## config.mk

```make
export PLATFORM = sky130hd
export DESIGN_NAME = flash_op_status
export DESIGN_NICKNAME = d
export VERILOG_FILES = /design/src/rtl/fos_pkg.sv /design/src/rtl/fos_pulse_cnt.sv /design/src/rtl/fos_toggle.sv /design/src/rtl/fos_ctrl.sv /design/src/rtl/fos_word.sv /design/src/rtl/flash_op_status.sv
export SDC_FILE = /design/constraint.sdc
export NUM_CORES = 1
export LEC_CHECK = 0
export BUFFER_PORTS_ARGS = -buffer_cell sky130_fd_sc_hd__buf_4
export CORE_AREA = 2 2 53 55
export CTS_CLUSTER_DIAMETER = 30
export DETAILED_ROUTE_END_ITERATION = 6
export DIE_AREA = 0 0 55 57
export HOLD_SLACK_MARGIN = 0.03
export MAX_ROUTING_LAYER = met4
export PLACE_DENSITY = 0.84
export SKIP_LAST_GASP = 1
export SLEW_MARGIN = 30
export SYNTH_ARGS = -nofsm -noshare
export SYNTH_HDL_FRONTEND = slang
export SYNTH_SLANG_ARGS = --single-unit
```

## constraint.sdc

```tcl
create_clock -name clk -period 1.6 [get_ports clk]
set_input_delay 0.32 -clock clk [delete_from_list [all_inputs] [get_ports clk]]
set_output_delay 0.32 -clock clk [all_outputs]
set_load 0.02 [all_outputs]
```

## src/rtl/fos_pkg.sv

```systemverilog
package fos_pkg;
  typedef enum logic [2:0] {
    ST_READ  = 3'd0,
    ST_SREAD = 3'd1,
    ST_BUSY  = 3'd2,
    ST_FAIL  = 3'd3,
    ST_ABORT = 3'd4
  } fos_state_e;

  localparam logic [1:0] KIND_BUF   = 2'd1;
  localparam logic [1:0] KIND_ERASE = 2'd2;
endpackage

```

## src/rtl/fos_pulse_cnt.sv

```systemverilog
module fos_pulse_cnt #(
  parameter int PULSE_LIMIT = 16
) (
  input  logic clk,
  input  logic rst_n,
  input  logic clr,
  input  logic en,
  input  logic eng_pulse,
  output logic limit_hit
);
  localparam int CW = $clog2(PULSE_LIMIT + 1);
  localparam logic [CW-1:0] LAST = CW'(PULSE_LIMIT - 1);

  logic [CW-1:0] cnt_q, cnt_d;
  logic          cnt_en;

  always_comb begin
    cnt_en    = clr | (en & eng_pulse);
    cnt_d     = clr ? '0 : cnt_q + 1'b1;
    limit_hit = en & eng_pulse & (cnt_q == LAST);
  end

  always_ff @(posedge clk or negedge rst_n) begin
    if (!rst_n)      cnt_q <= '0;
    else if (cnt_en) cnt_q <= cnt_d;
  end

  p_cnt_bound_r7: assert property (@(posedge clk) disable iff (!rst_n)
    en |-> (cnt_q <= LAST));
endmodule

```

## src/rtl/fos_toggle.sv

```systemverilog
module fos_toggle #(
  parameter logic TOG_INIT = 1'b1
) (
  input  logic clk,
  input  logic rst_n,
  input  logic load,
  input  logic adv,
  output logic tog
);
  logic tog_q, tog_d, tog_en;

  always_comb begin
    tog_en = load | adv;
    tog_d  = load ? TOG_INIT : ~tog_q;
  end

  always_ff @(posedge clk or negedge rst_n) begin
    if (!rst_n)      tog_q <= TOG_INIT;
    else if (tog_en) tog_q <= tog_d;
  end

  assign tog = tog_q;

  p_tog_load_r3: assert property (@(posedge clk) disable iff (!rst_n)
    load |=> (tog == TOG_INIT));
endmodule

```

## src/rtl/fos_ctrl.sv

```systemverilog
module fos_ctrl
  import fos_pkg::*;
(
  input  logic       clk,
  input  logic       rst_n,
  input  logic       op_start,
  input  logic [1:0] op_kind,
  input  logic [7:0] op_wdata,
  input  logic       op_esusp,
  input  logic [7:0] arr_data,
  input  logic       eng_done,
  input  logic       eng_bufabort,
  input  logic       limit_hit,
  input  logic       cmd_reset,
  input  logic       cmd_abrst,
  output fos_state_e state,
  output logic       dpoll,
  output logic       start_ok
);
  fos_state_e st_q, st_d;
  logic buf_q, stall_q, susp_q, dpoll_q;
  logic buf_d, stall_d, susp_d, dpoll_d;
  logic is_erase;

  always_comb begin
    is_erase = (op_kind == KIND_ERASE);
    start_ok = op_start & ((st_q == ST_READ) | (st_q == ST_SREAD));
    buf_d    = (op_kind == KIND_BUF);
    stall_d  = ~is_erase & (|(op_wdata & ~arr_data));
    susp_d   = op_esusp;
    dpoll_d  = is_erase ? 1'b0 : ~op_wdata[7];
  end

  always_comb begin
    st_d = st_q;
    unique case (st_q)
      ST_READ, ST_SREAD: if (start_ok) st_d = ST_BUSY;
      ST_BUSY: begin
        if (limit_hit)                   st_d = ST_FAIL;
        else if (eng_bufabort && buf_q)  st_d = ST_ABORT;
        else if (eng_done && !stall_q)   st_d = susp_q ? ST_SREAD : ST_READ;
      end
      ST_FAIL:  if (cmd_reset) st_d = susp_q ? ST_SREAD : ST_READ;
      ST_ABORT: if (cmd_abrst) st_d = ST_READ;
      default:  st_d = ST_READ;
    endcase
  end

  always_ff @(posedge clk or negedge rst_n) begin
    if (!rst_n) st_q <= ST_READ;
    else        st_q <= st_d;
  end

  always_ff @(posedge clk or negedge rst_n) begin
    if (!rst_n) begin
      buf_q   <= 1'b0;
      stall_q <= 1'b0;
      susp_q  <= 1'b0;
      dpoll_q <= 1'b0;
    end else if (start_ok) begin
      buf_q   <= buf_d;
      stall_q <= stall_d;
      susp_q  <= susp_d;
      dpoll_q <= dpoll_d;
    end
  end

  assign state = st_q;
  assign dpoll = dpoll_q;

  p_limit_fails_r7: assert property (@(posedge clk) disable iff (!rst_n)
    limit_hit |=> (st_q == ST_FAIL));
  p_stall_holds_r8: assert property (@(posedge clk) disable iff (!rst_n)
    (st_q == ST_BUSY && stall_q && eng_done) |=>
      (st_q != ST_READ && st_q != ST_SREAD));
  p_fail_sticky_r9: assert property (@(posedge clk) disable iff (!rst_n)
    (st_q == ST_FAIL && !cmd_reset) |=> (st_q == ST_FAIL));
  p_abort_sticky_r10: assert property (@(posedge clk) disable iff (!rst_n)
    (st_q == ST_ABORT && !cmd_abrst) |=> (st_q == ST_ABORT));
endmodule

```

## src/rtl/fos_word.sv

```systemverilog
module fos_word (
  input  logic       clk,
  input  logic       rst_n,
  input  logic       cap,
  input  logic       active,
  input  logic [7:0] arr_data,
  input  logic       dpoll,
  input  logic       tog,
  input  logic       fail,
  input  logic       abort,
  output logic [7:0] word
);
  logic [7:0] word_q, word_d;

  always_comb begin
    if (active) word_d = {dpoll, tog, fail, 2'b00, tog, abort, 1'b0};
    else        word_d = arr_data;
  end

  always_ff @(posedge clk or negedge rst_n) begin
    if (!rst_n)   word_q <= '0;
    else if (cap) word_q <= word_d;
  end

  assign word = word_q;
endmodule

```

## src/rtl/flash_op_status.sv

```systemverilog
module flash_op_status
  import fos_pkg::*;
#(
  parameter int   BANK_W      = 2,
  parameter int   BANK_ID     = 0,
  parameter int   PULSE_LIMIT = 16,
  parameter logic TOG_INIT    = 1'b1
) (
  input  logic              clk,
  input  logic              rst_n,
  input  logic              op_start,
  input  logic [1:0]        op_kind,
  input  logic [7:0]        op_wdata,
  input  logic              op_esusp,
  input  logic [7:0]        arr_data,
  input  logic              eng_pulse,
  input  logic              eng_done,
  input  logic              eng_bufabort,
  input  logic              rd_stb,
  input  logic [BANK_W-1:0] rd_bank,
  input  logic              cmd_reset,
  input  logic              cmd_abrst,
  output logic [7:0]        stat_data,
  output logic              busy,
  output logic              susp_rd
);
  localparam logic [BANK_W-1:0] OWN_BANK = BANK_W'(BANK_ID);

  fos_state_e state;
  logic dpoll, start_ok, limit_hit, tog;
  logic rd_hit, active, in_busy;

  always_comb begin
    rd_hit  = rd_stb & (rd_bank == OWN_BANK);
    in_busy = (state == ST_BUSY);
    active  = in_busy | (state == ST_FAIL) | (state == ST_ABORT);
  end

  fos_ctrl u_ctrl (
    .clk, .rst_n, .op_start, .op_kind, .op_wdata, .op_esusp, .arr_data,
    .eng_done, .eng_bufabort, .limit_hit, .cmd_reset, .cmd_abrst,
    .state, .dpoll, .start_ok
  );

  fos_pulse_cnt #(.PULSE_LIMIT(PULSE_LIMIT)) u_cnt (
    .clk, .rst_n, .clr(start_ok), .en(in_busy), .eng_pulse, .limit_hit
  );

  fos_toggle #(.TOG_INIT(TOG_INIT)) u_tog (
    .clk, .rst_n, .load(start_ok), .adv(rd_hit & active), .tog
  );

  fos_word u_word (
    .clk, .rst_n, .cap(rd_hit), .active, .arr_data, .dpoll, .tog,
    .fail(state == ST_FAIL), .abort(state == ST_ABORT), .word(stat_data)
  );

  assign busy    = active;
  assign susp_rd = (state == ST_SREAD);

  p_idle_echo_r2: assert property (@(posedge clk) disable iff (!rst_n)
    (rd_hit && !busy) |=> (stat_data == $past(arr_data)));
  p_foreign_read_r4: assert property (@(posedge clk) disable iff (!rst_n)
    (rd_stb && !rd_hit) |=> $stable(stat_data));
  p_tog_pair_r3: assert property (@(posedge clk) disable iff (!rst_n)
    (rd_hit && busy) |=> (stat_data[6] == stat_data[2]));
  p_reset_leaves_fail_r9: assert property (@(posedge clk) disable iff (!rst_n)
    (state == ST_FAIL && cmd_reset) |=> !busy);
endmodule

```

# Word-level counts from Yosys, hierarchy flattened
# Cells that the tools add are included.
dict set report word_totals {
  ff_bits 21
  in_bits 30
  output_inout_bits 10
  wordCells 56
}
dict set report classes {
  addsub 1
  n_eq_ne 11
  n_mux 12
  bitwise 16
  n_reduce_logical 8
}
# operator count
set op_table {}
lappend op_table {{$mux W3} 6}
lappend op_table {{$pmux W3 S4} 1}
lappend op_table {{$and A8 B8 Y8} 1}
lappend op_table {{$mux W8} 1}
lappend op_table {{$not A8 Y8} 1}
lappend op_table {{$reduce_or A8 Y1} 1}
lappend op_table {{$and A1 B1 Y1} 6}
lappend op_table {{$eq A3 B2 Y1 const B} 2}
lappend op_table {{$add A5 B1 Y5 const B} 1}
lappend op_table {{$eq A5 B4 Y1 const B} 1}
lappend op_table {{$mux W5} 1}
lappend op_table {{$or A1 B1 Y1} 5}
lappend op_table {{$ne A2 B2 Y1 const B} 2}
lappend op_table {{$ne A4 B4 Y1 const B} 1}
lappend op_table {{$reduce_and A4 Y1} 1}
lappend op_table {{$eq A3 B1 Y1 const B} 1}
lappend op_table {{$eq A3 B3 Y1 const B} 1}
lappend op_table {{$logic_not A3 Y1} 1}
lappend op_table {{$mux W1} 3}
lappend op_table {{$not A1 Y1} 3}
lappend op_table {{$eq A2 B1 Y1 const B} 1}
lappend op_table {{$eq A2 B2 Y1 const B} 1}
lappend op_table {{$logic_and A1 B1 Y1} 2}
lappend op_table {{$logic_not A2 Y1} 1}
lappend op_table {{other kinds (3)} 3}

# Logic depth before layout (Yosys ltp)
# Gate-level depths: netlist (run 1).
dict set report depth {
  ltp_word 6
  ltp_mapped 6
  mapped_depth_nobuf 6
}

# Modules after synthesis
# Synthesis (run 1) repeated with hierarchy kept, for this count alone.
dict set report unflattened {
  cells_unflattened 124
  area_unflattened_um2 1144.8
}
# mod n_inst cells_per_inst area_each_um2 seq_area_each_um2
set modules_own_cells {}
lappend modules_own_cells {fos_ctrl 1 51 424.2 175.2}
lappend modules_own_cells {fos_word 1 35 372.9 200.2}
lappend modules_own_cells {fos_pulse_cnt 1 25 252.7 125.1}
lappend modules_own_cells {flash_op_status 1 10 53.8 0.0}
lappend modules_own_cells {fos_toggle 1 3 41.3 26.3}

# Worst setup path after synthesis (run 1)
# OpenSTA, ideal clock, no wires.
dict set report synth_timing {
  path_type {reg-to-reg}
  start {reg u_cnt.cnt_q[0]}
  end {reg u_ctrl.st_q[1] (netlist: u_ctrl.state[1])}
  setup_time_ps 132
  arrival_time_ps 1276
  t_required_ps 1468
  slack_ps 191
  stages_incl_launch_ff 7
  n_path_buf 0
  synth_period_minus_slack_ps 1409
  cell_sequence {dfrtp_1 > ha_1 > and3_1 > ha_1 > and2_1 > o21ai_0 > a311oi_1}
}
dict set report synth_via {
  elab_chain_cells 4
  elab_cells_between_ends 6
  cone_classes {eq/ne (2); mux (2); bitwise (1); reduce/logical (1)}
}
# item line
set synth_rtl {}
lappend synth_rtl {{start: declaration} fos_pulse_cnt.sv:14} ;# logic [CW-1:0] cnt_q, cnt_d;
lappend synth_rtl {{start signal: assignment} fos_pulse_cnt.sv:25} ;# else if (cnt_en) cnt_q <= cnt_d;
lappend synth_rtl {{$eq A5 B4 Y1 *} fos_pulse_cnt.sv:20} ;# limit_hit = en & eng_pulse & (cnt_q == LAST);
lappend synth_rtl {{$and A1 B1 Y1 *} fos_pulse_cnt.sv:20}
lappend synth_rtl {{$ne A4 B4 Y1 (no source line) / $mux W3 (equally long branches)} n/a}
lappend synth_rtl {{$reduce_and A4 Y1 (no source line) / $pmux W3 S4 (equally long branches)} n/a}
lappend synth_rtl {{end signal: assignment} fos_ctrl.sv:51} ;# else st_q <= st_d;
lappend synth_rtl {{end: declaration} fos_ctrl.sv:20} ;# fos_state_e st_q, st_d;
# Mark *: on every way between the ends. The rest lies on a longest branch, timed or not.
# A chain may end at the register's enable or synchronous reset.

# Final worst setup path (run 1)
dict set report layout_timing {
  start {reg u_ctrl.st_q[1] (netlist: u_ctrl.state[1])}
  end {out busy}
}
dict set report layout_via {
  elab_chain_cells 3
  elab_cells_between_ends 5
  cone_classes {eq/ne (3); bitwise (2)}
}
# item line
set layout_rtl {}
lappend layout_rtl {{$eq A3 B2 Y1, on equally long branches} {flash_op_status.sv:35, flash_op_status.sv:36}}
lappend layout_rtl {{$or A1 B1 Y1} flash_op_status.sv:36} ;# active = in_busy | (state == ST_FAIL) | (state == ST_ABORT);
lappend layout_rtl {{$or A1 B1 Y1 *} flash_op_status.sv:36}
lappend layout_rtl {{end: declaration} flash_op_status.sv:24} ;# output logic busy,
# Marks and branches as above.

==> impl_metrics.py, run 1 <==
metrics = {
    "synth": {
        "synthesis.area_mm2": 0.00112,
        "synth_compound_area_frac": 0.173,
        "async_flop_share": 1.00,
        "seq_area_frac_synth": 0.469,
        "synth_top_area_share": 0.445,
        "synth_fa_ha_area_frac": 0.0223,
        "netlist_instances": 121,
        "netlist-cell-type-count": 34,
        "synth_common_cells": "20 x dfrtp_1, 20 x nand2_1, 11 x inv_1, 9 x o21ai_0, 8 x nor2_1",
        "ys_top_cells_by_area": "dfrtp_1 45%, nand2_1 6.7%, o21ai_0 4.0%",
        "yosysWarnings": 0,
        "synthXorXnorAreaFrac": 0.0234,
        "synthSimpleGateAreaFrac": 0.204,
        "yosys.area.top_type": "dfrtp_1",
        "synth.area.mux_share": 0.0356,
        "synth_enable_flop_cells": 0,
        "synth_top_family_by_area": "simple AND/OR/NAND/NOR gates",
        "ys_ff_latch": 21,
        "synthFlopType": "dfrtp_1",
        "syn_nets": 153,
        "avgSynthCellArea_um2": 9.29,
    },
    "floorplan": {
        "coreArea_mm2": 0.00262,
        "die_y_um": 57,
        "initial_core_util": 0.430,
        "dieArea_mm2": 0.00314,
        "die_w_um": 55,
        "io_pins": 40,
        "row_count": 19,
    },
    "final_layout": {
        "drive_gt1_frac": 0.355,
        "design_area_mm2": 0.00153,
        "nets": 202,
        "stdcell_count": 200,
        "antenna_cells": 0,
        "synthToLayoutAreaGrowth_pct": 36.2,
    },
    "grt": {
        "met1_usage": 0.228,
        "use_met2": 0.293,
        "gr-max-usage-layer": "met2",
        "grt_pass1_vias": 970,
        "grt_max_degree": 22,
        "use_met3": 0.0314,
        "grt_pass1_wl_um": 4060,
        "grt_use_total": 0.182,
        "grt-ovfl-total": 0,
        "antenna_found_initial": 0,
    },
    "clock_network": {
        "cts_tree": "built",
        "cts_buffer_depth": 2,
        "clkTransAtPathRegs_ns": 0.11,
        "cts_buffers": 3,
        "htreeDepth": 1,
        "clock_latency_ns": 0.29,
        "numClockSinks": 21,
        "cts_root_buf": "clkbuf_4",
    },
    "setup_path": {
        "cpMaxStageDelayCell": "dfrtp_2",
        "crit_required_ns": 1.28,
        "cp_slowest_stage_delay_ns": 0.48,
        "endpoint_kind": "output pin",
        "path_buf_inv": 1,
        "reg2reg_depth": 6,
        "crit_fanout": 8,
        "rrSetupSlack_ns": 0.10,
        "timing.rr.end": "u_ctrl.state[1]$_DFFE_PN0P_",
        "arrival_ns": 1.26,
        "cp-start-kind": "register",
        "critical_path_class": "reg -> out",
        "r2r-start": "u_cnt.cnt_q[1]$_DFFE_PN0P_",
        "cp_top_family": "flip-flops",
        "critical_path.cell_chain": "nand2b_4 -> o21ai_4 -> buf_6",
    },
    "detailed_routing": {
        "routed_wl_um": 2570,
        "wl_per_cell_um": 12.8,
        "ant_nets": 0,
        "vias": 1026,
        "drc": 0,
        "detail_route.first_pass.iterations": 4,
        "via_per_inst": 5.13,
        "drt_iter0_drc": 23,
    },
    "timing": {
        "relSlewSlack": 0.749,
        "fin_crit_sh": 0.987,
        "rsz0062_at_grt": "yes",
        "skew_ns": 0.000937,
        "hold_ws_ns": 0.210,
        "layout_min_cycle_time_ns": 1.58,
        "setup_viol": 0,
        "slew_violations": 0,
        "tightestPinTransition_ns": 0.376,
        "fin_setup_tns_ns": 0,
        "clock.fmax_mhz": 633,
        "hold_viol_final": 0,
    },
    "hold_path": {
        "hold_class": "in -> reg",
        "min_path_cells": 2,
        "min_from": "op_wdata[7]",
        "min_to": "u_ctrl.dpoll$_DFFE_PN0P_",
    },
    "place": {
        "placed_cell_area_mm2": 0.00143,
        "hpwl_um": 1960,
        "post-place-cells": 188,
        "io_buffers": 39,
        "gp_congestion": 0.833,
    },
    "pwr": {
        "leakagePower_uw": 0.000776,
        "ir_worst_vdd_uv": 767,
        "p_total_uw": 2370,
        "power_density_mw_per_mm2": 1550,
    },
    "job": {
        "timing.max_cap.violations": 0,
    },
    "run_status": {
        "outcome": "complete, no violations",
    },
}
==> routing by layer <==
layer	wire, µm	share of wire	vias up
met4	29	0.011	0
met2	1330	0.52	22
met1	1110	0.43	489
li1	-	-	511
met5	0	0	-
met3	97	0.038	4
==> layout make-up <==
cell class / instances / area (µm²)
Timing Repair Buffer: 49 / 374
Fill cell: 246 / 1080
Sequential cell: 21 / 531
Multi-Input combinational cell: 84 / 519
Inverter: 11 / 41.3
Clock buffer: 4 / 26.3
Tap cell: 31 / 38.8
==> state kept, by name (all words and copies together), names as in the netlist <==
signal / cells
u_cnt.cnt_q: 5
u_ctrl.dpoll: 1
u_word.word: 8
u_ctrl.susp_q: 1
u_tog.tog: 1
u_ctrl.state: 3
u_ctrl.buf_q: 1
u_ctrl.stall_q: 1
==> placed cells by master, fill, tap and decap left out, types with 2 or more instances in the layout <==
| cell type | instances |
|---|---|
| a211oi_1 | 2 |
| a21oi_1 | 4 |
| a31oi_1 | 2 |
| and2_1 | 2 |
| buf_4 | 47 |
| clkbuf_4 | 3 |
| dfrtp_1 | 17 |
| dfrtp_2 | 3 |
| ha_1 | 2 |
| inv_1 | 11 |
| mux2i_1 | 4 |
| nand2_1 | 20 |
| nand3b_1 | 2 |
| nor2_1 | 8 |
| nor2b_1 | 3 |
| nor3_1 | 2 |
| o21ai_0 | 9 |
| o22ai_1 | 4 |
| o31ai_1 | 4 |
| xor2_1 | 2 |
==> per-stage QoR <==
step | utilization | setup slack (ns)
5_1_grt | 0.585 | -0.0496
6_report | 0.585 | 0.0202
3_3_place_gp | 0.546 | 0.154
3_5_place_dp | 0.546 | 0.0775
4_1_cts | 0.564 | -0.0269
2_1_floorplan | - | 0.191
==> worst max-delay path by stage <==
stage	slack (ns)	cells after the start	startpoint	end
CTS	-0.03	3	u_ctrl.state[2]$_DFFE_PN0P_	busy
detailed placement	0.08	6	u_cnt.cnt_q[0]$_DFFE_PN0P_	u_ctrl.state[1]$_DFFE_PN0P_
global placement	0.15	6	u_cnt.cnt_q[0]$_DFFE_PN0P_	u_ctrl.state[1]$_DFFE_PN0P_
floorplan	0.19	6	u_cnt.cnt_q[0]$_DFFE_PN0P_	u_ctrl.state[1]$_DFFE_PN0P_
finish	0.02	3	u_ctrl.state[1]$_DFFE_PN0P_	busy
global route	-0.05	3	u_ctrl.state[1]$_DFFE_PN0P_	busy
==> where the power goes <==
| part | total [µW] | internal, µW | switching (µW) |
|---|---|---|---|
| clock network | 249 | 97.0 | 152 |
| logic | 1190 | 592 | 598 |
| registers | 928 | 752 | 176 |
==> logic make-up (layout without fill, tap and decap cells) <==
group | after synthesis | count (layout)
adders and majority gates | 2 | 2
and+or+nand+nor | 45 | 45
AOI/OAI and AO/OA | 30 | 30
xor gates and xnor gates | 3 | 3
buffers and inverters | 16 | 64
muxes | 4 | 4
DFF | 21 | 21
==> repair_timing <==
item,4_1_cts,5_1_grt
buffers inserted,1,6
resized for setup,2,3
cloned,0,0
hold buffers,1,0
pin swaps,1,0
endpoints found under the hold margin,20,0
endpoints found under the setup margin,2,4
(Power assumes the default switching activity.)
==> run 2, diff against run 1 <==
--- a/config.mk
+++ b/config.mk
@@ -7,9 +7,11 @@
 export LEC_CHECK = 0
 export BUFFER_PORTS_ARGS = -buffer_cell sky130_fd_sc_hd__buf_4
 export CORE_AREA = 2 2 53 55
+export CTS_BUF_LIST = sky130_fd_sc_hd__clkbuf_4 sky130_fd_sc_hd__clkbuf_8 sky130_fd_sc_hd__clkbuf_16
 export CTS_CLUSTER_DIAMETER = 30
 export DETAILED_ROUTE_END_ITERATION = 6
 export DIE_AREA = 0 0 55 57
+export GPL_ROUTABILITY_DRIVEN = 0
 export HOLD_SLACK_MARGIN = 0.03
 export MAX_ROUTING_LAYER = met4
 export PLACE_DENSITY = 0.84
@@ -18,3 +20,4 @@
 export SYNTH_ARGS = -nofsm -noshare
 export SYNTH_HDL_FRONTEND = slang
 export SYNTH_SLANG_ARGS = --single-unit
+export TNS_END_PERCENT = 1
==> run 2 against run 1 <==
Flip-flop and latch count unchanged; highest routed layer unchanged; clock power increased by 7%; power increased by 2.4%; setup slack improved by 0.025 ns; largest cell class unchanged; hold slack better by 0.00089 ns.
==> impl_metrics.py, run 2 (synthesis gave the netlist of run 1 again) <==
metrics = {
    "final_layout": {
        "utilization": 0.591,
        "layout_common_cells": "45 x buf_4, 20 x nand2_1, 17 x dfrtp_1",
        "largest_reg_flops": 8,
        "nets": 201,
        "stdcell_count": 199,
        "synthToLayoutAreaGrowth_pct": 37.6,
        "drive_gt1_frac": 0.363,
        "layout_commonest_cell": "buf_4",
        "antenna_cells": 0,
        "fill_cells": 243,
    },
    "setup_path": {
        "critical_path_class": "reg -> out",
        "crit_required_ns": 1.28,
        "crit_top_cell": "buf_4",
        "arrival_ns": 1.23,
        "cp_top_family": "flip-flops",
        "endpoint_kind": "output pin",
        "cpMaxStageDelayCell": "dfrtp_2",
        "cp_slowest_stage_delay_ns": 0.46,
        "crit_fanout": 4,
        "path_buf_inv": 2,
        "cp-start-kind": "register",
        "critical_path.cell_chain": "buf_4 -> nor3_1 -> buf_4",
    },
    "timing": {
        "setup_ws_ns": 0.0451,
        "setup_viol": 0,
        "clock.fmax_mhz": 643,
        "fin_setup_tns_ns": 0,
        "fin_crit_sh": 0.972,
        "tightestPinTransition_ns": 0.381,
        "relSlewSlack": 0.745,
        "layout_min_cycle_time_ns": 1.55,
        "hold_viol_final": 0,
        "skew_ns": 0.00287,
        "rsz0062_at_grt": "yes",
        "slew_violations": 0,
    },
    "pwr": {
        "leakagePower_uw": 0.000779,
        "seqPwrFrac": 0.384,
        "ir_worst_vdd_uv": 823,
        "combPwrFrac": 0.506,
        "sw_frac_of_total": 0.387,
        "p_int_uw": 1490,
        "power_density_mw_per_mm2": 1570,
        "clock_power_share": 0.110,
        "p_total_uw": 2420,
        "p_switching_uw": 938,
    },
    "floorplan": {
        "die_y_um": 57,
        "io_pins": 40,
        "coreArea_mm2": 0.00262,
        "dieArea_mm2": 0.00314,
        "row_count": 19,
        "die_w_um": 55,
        "initial_core_util": 0.430,
    },
    "job": {
        "timing.max_cap.violations": 0,
    },
    "clock_network": {
        "cts_buffer_depth": 2,
        "cts_tree": "built",
        "cts_buffers": 3,
        "cts_root_buf": "clkbuf_4",
        "clock_latency_ns": 0.30,
        "htreeDepth": 1,
        "numClockSinks": 21,
        "clkTransAtPathRegs_ns": 0.11,
    },
    "detailed_routing": {
        "via_per_inst": 5.14,
        "drt_iter0_drc": 20,
        "wl_per_cell_um": 13.1,
        "routed_wl_um": 2600,
        "ant_nets": 0,
        "detail_route.first_pass.iterations": 4,
        "vias": 1023,
        "drc": 0,
    },
    "grt": {
        "grt-ovfl-total": 0,
        "grt_max_degree": 22,
        "grt_use_total": 0.187,
        "grt_pass1_wl_um": 4160,
        "antenna_found_initial": 0,
        "grt_pass1_vias": 995,
    },
    "run_status": {
        "outcome": "complete, no violations",
    },
    "place": {
        "hpwl_um": 1960,
        "post-place-cells": 188,
        "dp_slack_ns": 0.0775,
        "io_buffers": 39,
    },
    "hold_path": {
        "hold_class": "in -> reg",
    },
}
## run 2: path summary, 6_finish.rpt
kind	startpoint	end	slack, ns	cells past startpoint
max	u_ctrl.state[1]$_DFFE_PN0P_	susp_rd	0.05	3
min	op_wdata[7]	u_ctrl.dpoll$_DFFE_PN0P_	0.21	2
max reg2reg	u_cnt.cnt_q[0]$_DFFE_PN0P_	u_ctrl.state[1]$_DFFE_PN0P_	0.06	6
min reg2reg	u_ctrl.stall_q$_DFFE_PN0P_	u_ctrl.stall_q$_DFFE_PN0P_	0.49	2
max in group asynchronous	rst_n	u_tog.tog$_DFFE_PN1P_	0.91	2
min in group asynchronous	rst_n	u_word.word[3]$_DFFE_PN0N_	0.42	2
## run 2: stage by stage
step / area, µm² / hold slack, ns
after detailed placement: 1430 / 0.219
final: 1550 / 0.211
after global placement: 1430 / 0.211
after floorplan: 1120 / 0.0244
after global routing: 1550 / 0.195
after CTS: 1490 / 0.201
## run 2: area by class of cell
cell class	instances	area, µm²	share of cell area
multi-input combinational	84	527	0.341
timing repair buffer	48	379	0.245
sequential	21	531	0.343
inverter	11	41.3	0.0267
tap	31	38.8	0.0251
clock buffer	4	30.0	0.0194
## run 2: timing repair
item,4_1_cts,5_1_grt
endpoints found under the hold margin,20,0
setup buffers,3,3
gates resized for setup,2,4
hold buffers,1,0
cloned,0,0
pin swaps,1,1
setup endpoints to repair,2,4
## run 2: power by group through the flow
stage,clock (µW),sequential (µW),combinational [µW]
after floorplan,0,974,657
after global placement,0,934,993
after detailed placement,0,956,1020
after CTS,276,932,1110
after global routing,305,958,1360
final,266,930,1230
## run 2: metal layers
metal  share of wire  up-vias  track usage
met1            0.43      487        0.225
met5               0        -            -
met4           0.011        0       0.0662
li1                -      509            -
met3           0.039        4       0.0314
met2            0.52       23        0.310
## run 2: worst reg2reg max path, cell delays in order (launching register included)
cell,delay (ns)
dfrtp_1,0.43
ha_1,0.22
and3_1,0.15
ha_1,0.17
and2_1,0.16
o21ai_0,0.18
a311oi_1,0.11
==> run 3, diff against run 2 <==
--- a/config.mk
+++ b/config.mk
@@ -6,15 +6,16 @@
 export NUM_CORES = 1
 export LEC_CHECK = 0
 export BUFFER_PORTS_ARGS = -buffer_cell sky130_fd_sc_hd__buf_4
-export CORE_AREA = 2 2 53 55
+export CORE_AREA = 2 2 52 54
 export CTS_BUF_LIST = sky130_fd_sc_hd__clkbuf_4 sky130_fd_sc_hd__clkbuf_8 sky130_fd_sc_hd__clkbuf_16
 export CTS_CLUSTER_DIAMETER = 30
 export DETAILED_ROUTE_END_ITERATION = 6
-export DIE_AREA = 0 0 55 57
+export DIE_AREA = 0 0 54 56
 export GPL_ROUTABILITY_DRIVEN = 0
 export HOLD_SLACK_MARGIN = 0.03
 export MAX_ROUTING_LAYER = met4
-export PLACE_DENSITY = 0.84
+export PLACE_DENSITY = 0.87
+export SETUP_SLACK_MARGIN = 0.15
 export SKIP_LAST_GASP = 1
 export SLEW_MARGIN = 30
 export SYNTH_ARGS = -nofsm -noshare
==> run 3 against run 2 <==
Final cell count is 1.5% higher; register-to-register slack hardly changed; critical path depth stayed put; sequential power is 1% lower; count of clock-buffer cells in the layout is 1 lower; highest routed layer unchanged; first-iteration DRC count is 70% higher.
==> impl_metrics.py, run 3 (synthesis gave the netlist of run 1 again) <==
metrics = {
    "final_layout": {
        "synthToLayoutAreaGrowth_pct": 38.9,
        "antenna_cells": 0,
        "drive_gt1_frac": 0.384,
        "stdcell_count": 202,
        "layout_common_cells": "50 x buf_4, 20 x nand2_1, 17 x dfrtp_1",
        "layout_commonest_cell": "buf_4",
        "largest_reg_flops": 8,
        "nets": 205,
    },
    "job": {
        "timing.max_cap.violations": 0,
    },
    "pwr": {
        "p_int_uw": 1490,
        "p_total_uw": 2480,
        "clock_power_share": 0.112,
        "sw_frac_of_total": 0.402,
        "seqPwrFrac": 0.370,
        "power_density_mw_per_mm2": 1590,
        "combPwrFrac": 0.518,
        "ir_worst_vdd_uv": 816,
        "leakagePower_uw": 0.000791,
        "p_switching_uw": 998,
    },
    "setup_path": {
        "cp_slowest_stage_delay_ns": 0.48,
        "crit_start": "u_ctrl.state[1]$_DFFE_PN0P_",
        "timing.rr.end": "u_cnt.cnt_q[3]$_DFFE_PN0P_",
        "cpMaxStageDelayCell": "dfrtp_2",
        "critical_path.cell_chain": "nand2b_4 -> o21ai_4 -> buf_6",
        "rrSetupSlack_ns": 0.06,
        "endpoint_kind": "output pin",
        "cp-start-kind": "register",
        "reg2reg_depth": 6,
        "arrival_ns": 1.26,
        "r2r-start": "u_ctrl.state[2]$_DFFE_PN0P_",
        "crit_fanout": 5,
        "critical_path_class": "reg -> out",
        "crit_required_ns": 1.28,
    },
    "timing": {
        "tightestPinTransition_ns": 0.390,
        "relSlewSlack": 0.740,
        "setup_viol": 0,
        "layout_min_cycle_time_ns": 1.58,
        "rsz0062_at_grt": "yes",
        "skew_ns": 0.00683,
        "slew_violations": 0,
        "setup_ws_ns": 0.0199,
        "fin_crit_sh": 0.988,
        "hold_viol_final": 0,
        "clock.fmax_mhz": 633,
        "fin_setup_tns_ns": 0,
    },
    "clock_network": {
        "cts_buffers": 3,
        "cts_buffer_depth": 2,
        "cts_tree": "built",
        "clkTransAtPathRegs_ns": 0.13,
        "cts_root_buf": "clkbuf_4",
        "htreeDepth": 1,
        "numClockSinks": 21,
        "clock_latency_ns": 0.32,
    },
    "detailed_routing": {
        "via_per_inst": 5.32,
        "drt_iter0_drc": 34,
        "ant_nets": 0,
        "detail_route.first_pass.iterations": 4,
        "drc": 0,
        "vias": 1074,
        "wl_per_cell_um": 14.3,
        "routed_wl_um": 2890,
    },
    "grt": {
        "grt_pass1_vias": 1081,
        "antenna_found_initial": 0,
        "grt_use_total": 0.212,
        "grt_pass1_wl_um": 4620,
        "grt_max_degree": 22,
        "grt-ovfl-total": 0,
    },
    "run_status": {
        "outcome": "complete, no violations",
    },
    "place": {
        "io_buffers": 39,
        "post-place-cells": 187,
        "hpwl_um": 2080,
        "dp_slack_ns": 0.0722,
    },
    "floorplan": {
        "io_pins": 40,
        "die_y_um": 56,
        "die_w_um": 54,
        "dieArea_mm2": 0.00302,
        "row_count": 18,
        "coreArea_mm2": 0.00243,
        "initial_core_util": 0.462,
    },
    "hold_path": {
        "hold_class": "in -> reg",
        "min_from": "op_wdata[7]",
        "min_to": "u_ctrl.dpoll$_DFFE_PN0P_",
        "min_path_cells": 2,
    },
}
run 3: what timing repair did:
action                                 in CTS  in global routing
setup endpoints to repair                   5                 14
gates resized for setup                     4                  3
hold buffers                                1                  0
buffers inserted                            7                  3
endpoints found under the hold margin      20                  0
pin swaps                                   1                  2
run 3: worst max-delay path by stage:
stage | to | slack (ns) | cells after the start
finish | busy | 0.02 | 3
global route | busy | -0.02 | 3
CTS | busy | 0.02 | 3
detailed placement | u_ctrl.state[1]$_DFFE_PN0P_ | 0.07 | 6
global placement | u_ctrl.state[1]$_DFFE_PN0P_ | 0.15 | 6
floorplan | u_ctrl.state[1]$_DFFE_PN0P_ | 0.19 | 6
run 3: final cells by class:
cell class              count  area (µm²)
clock buffers               3        22.5
clock inverters             1        5.00
fillers                   182         872
inverters                  11        41.3
multi-input cells          84         527
flip-flops and latches     21         531
well taps                  30        37.5
repair buffers             52         397
run 3: through the flow:
step           area, µm²  hold WS (ns)   util
2_1_floorplan       1120        0.0244      -
3_3_place_gp        1430         0.212  0.587
3_5_place_dp        1430         0.219  0.587
4_1_cts             1530         0.187  0.627
5_1_grt             1560         0.165  0.641
6_report            1560         0.181  0.641
run 3: metal layers:
metal	track usage	share of wire	vias up
li1	-	-	516
met1	0.245	0.40	506
met2	0.341	0.52	41
met3	0.0215	0.044	11
met4	0.132	0.037	0
met5	-	0	-
run 3: power groups by stage:
stage,registers [µW],clock network (µW),logic (µW)
2_1_floorplan,974,0,657
3_3_place_gp,937,0,994
3_5_place_dp,956,0,1030
4_1_cts,914,276,1200
5_1_grt,943,316,1400
6_report,919,279,1290
run 3: critical path: cells and delay by family, from the launching register on:
family | cells | cell delay (ns)
compound gates | 1 | 0.15
buf+inv | 1 | 0.14
simple gates | 1 | 0.17
flops | 1 | 0.48
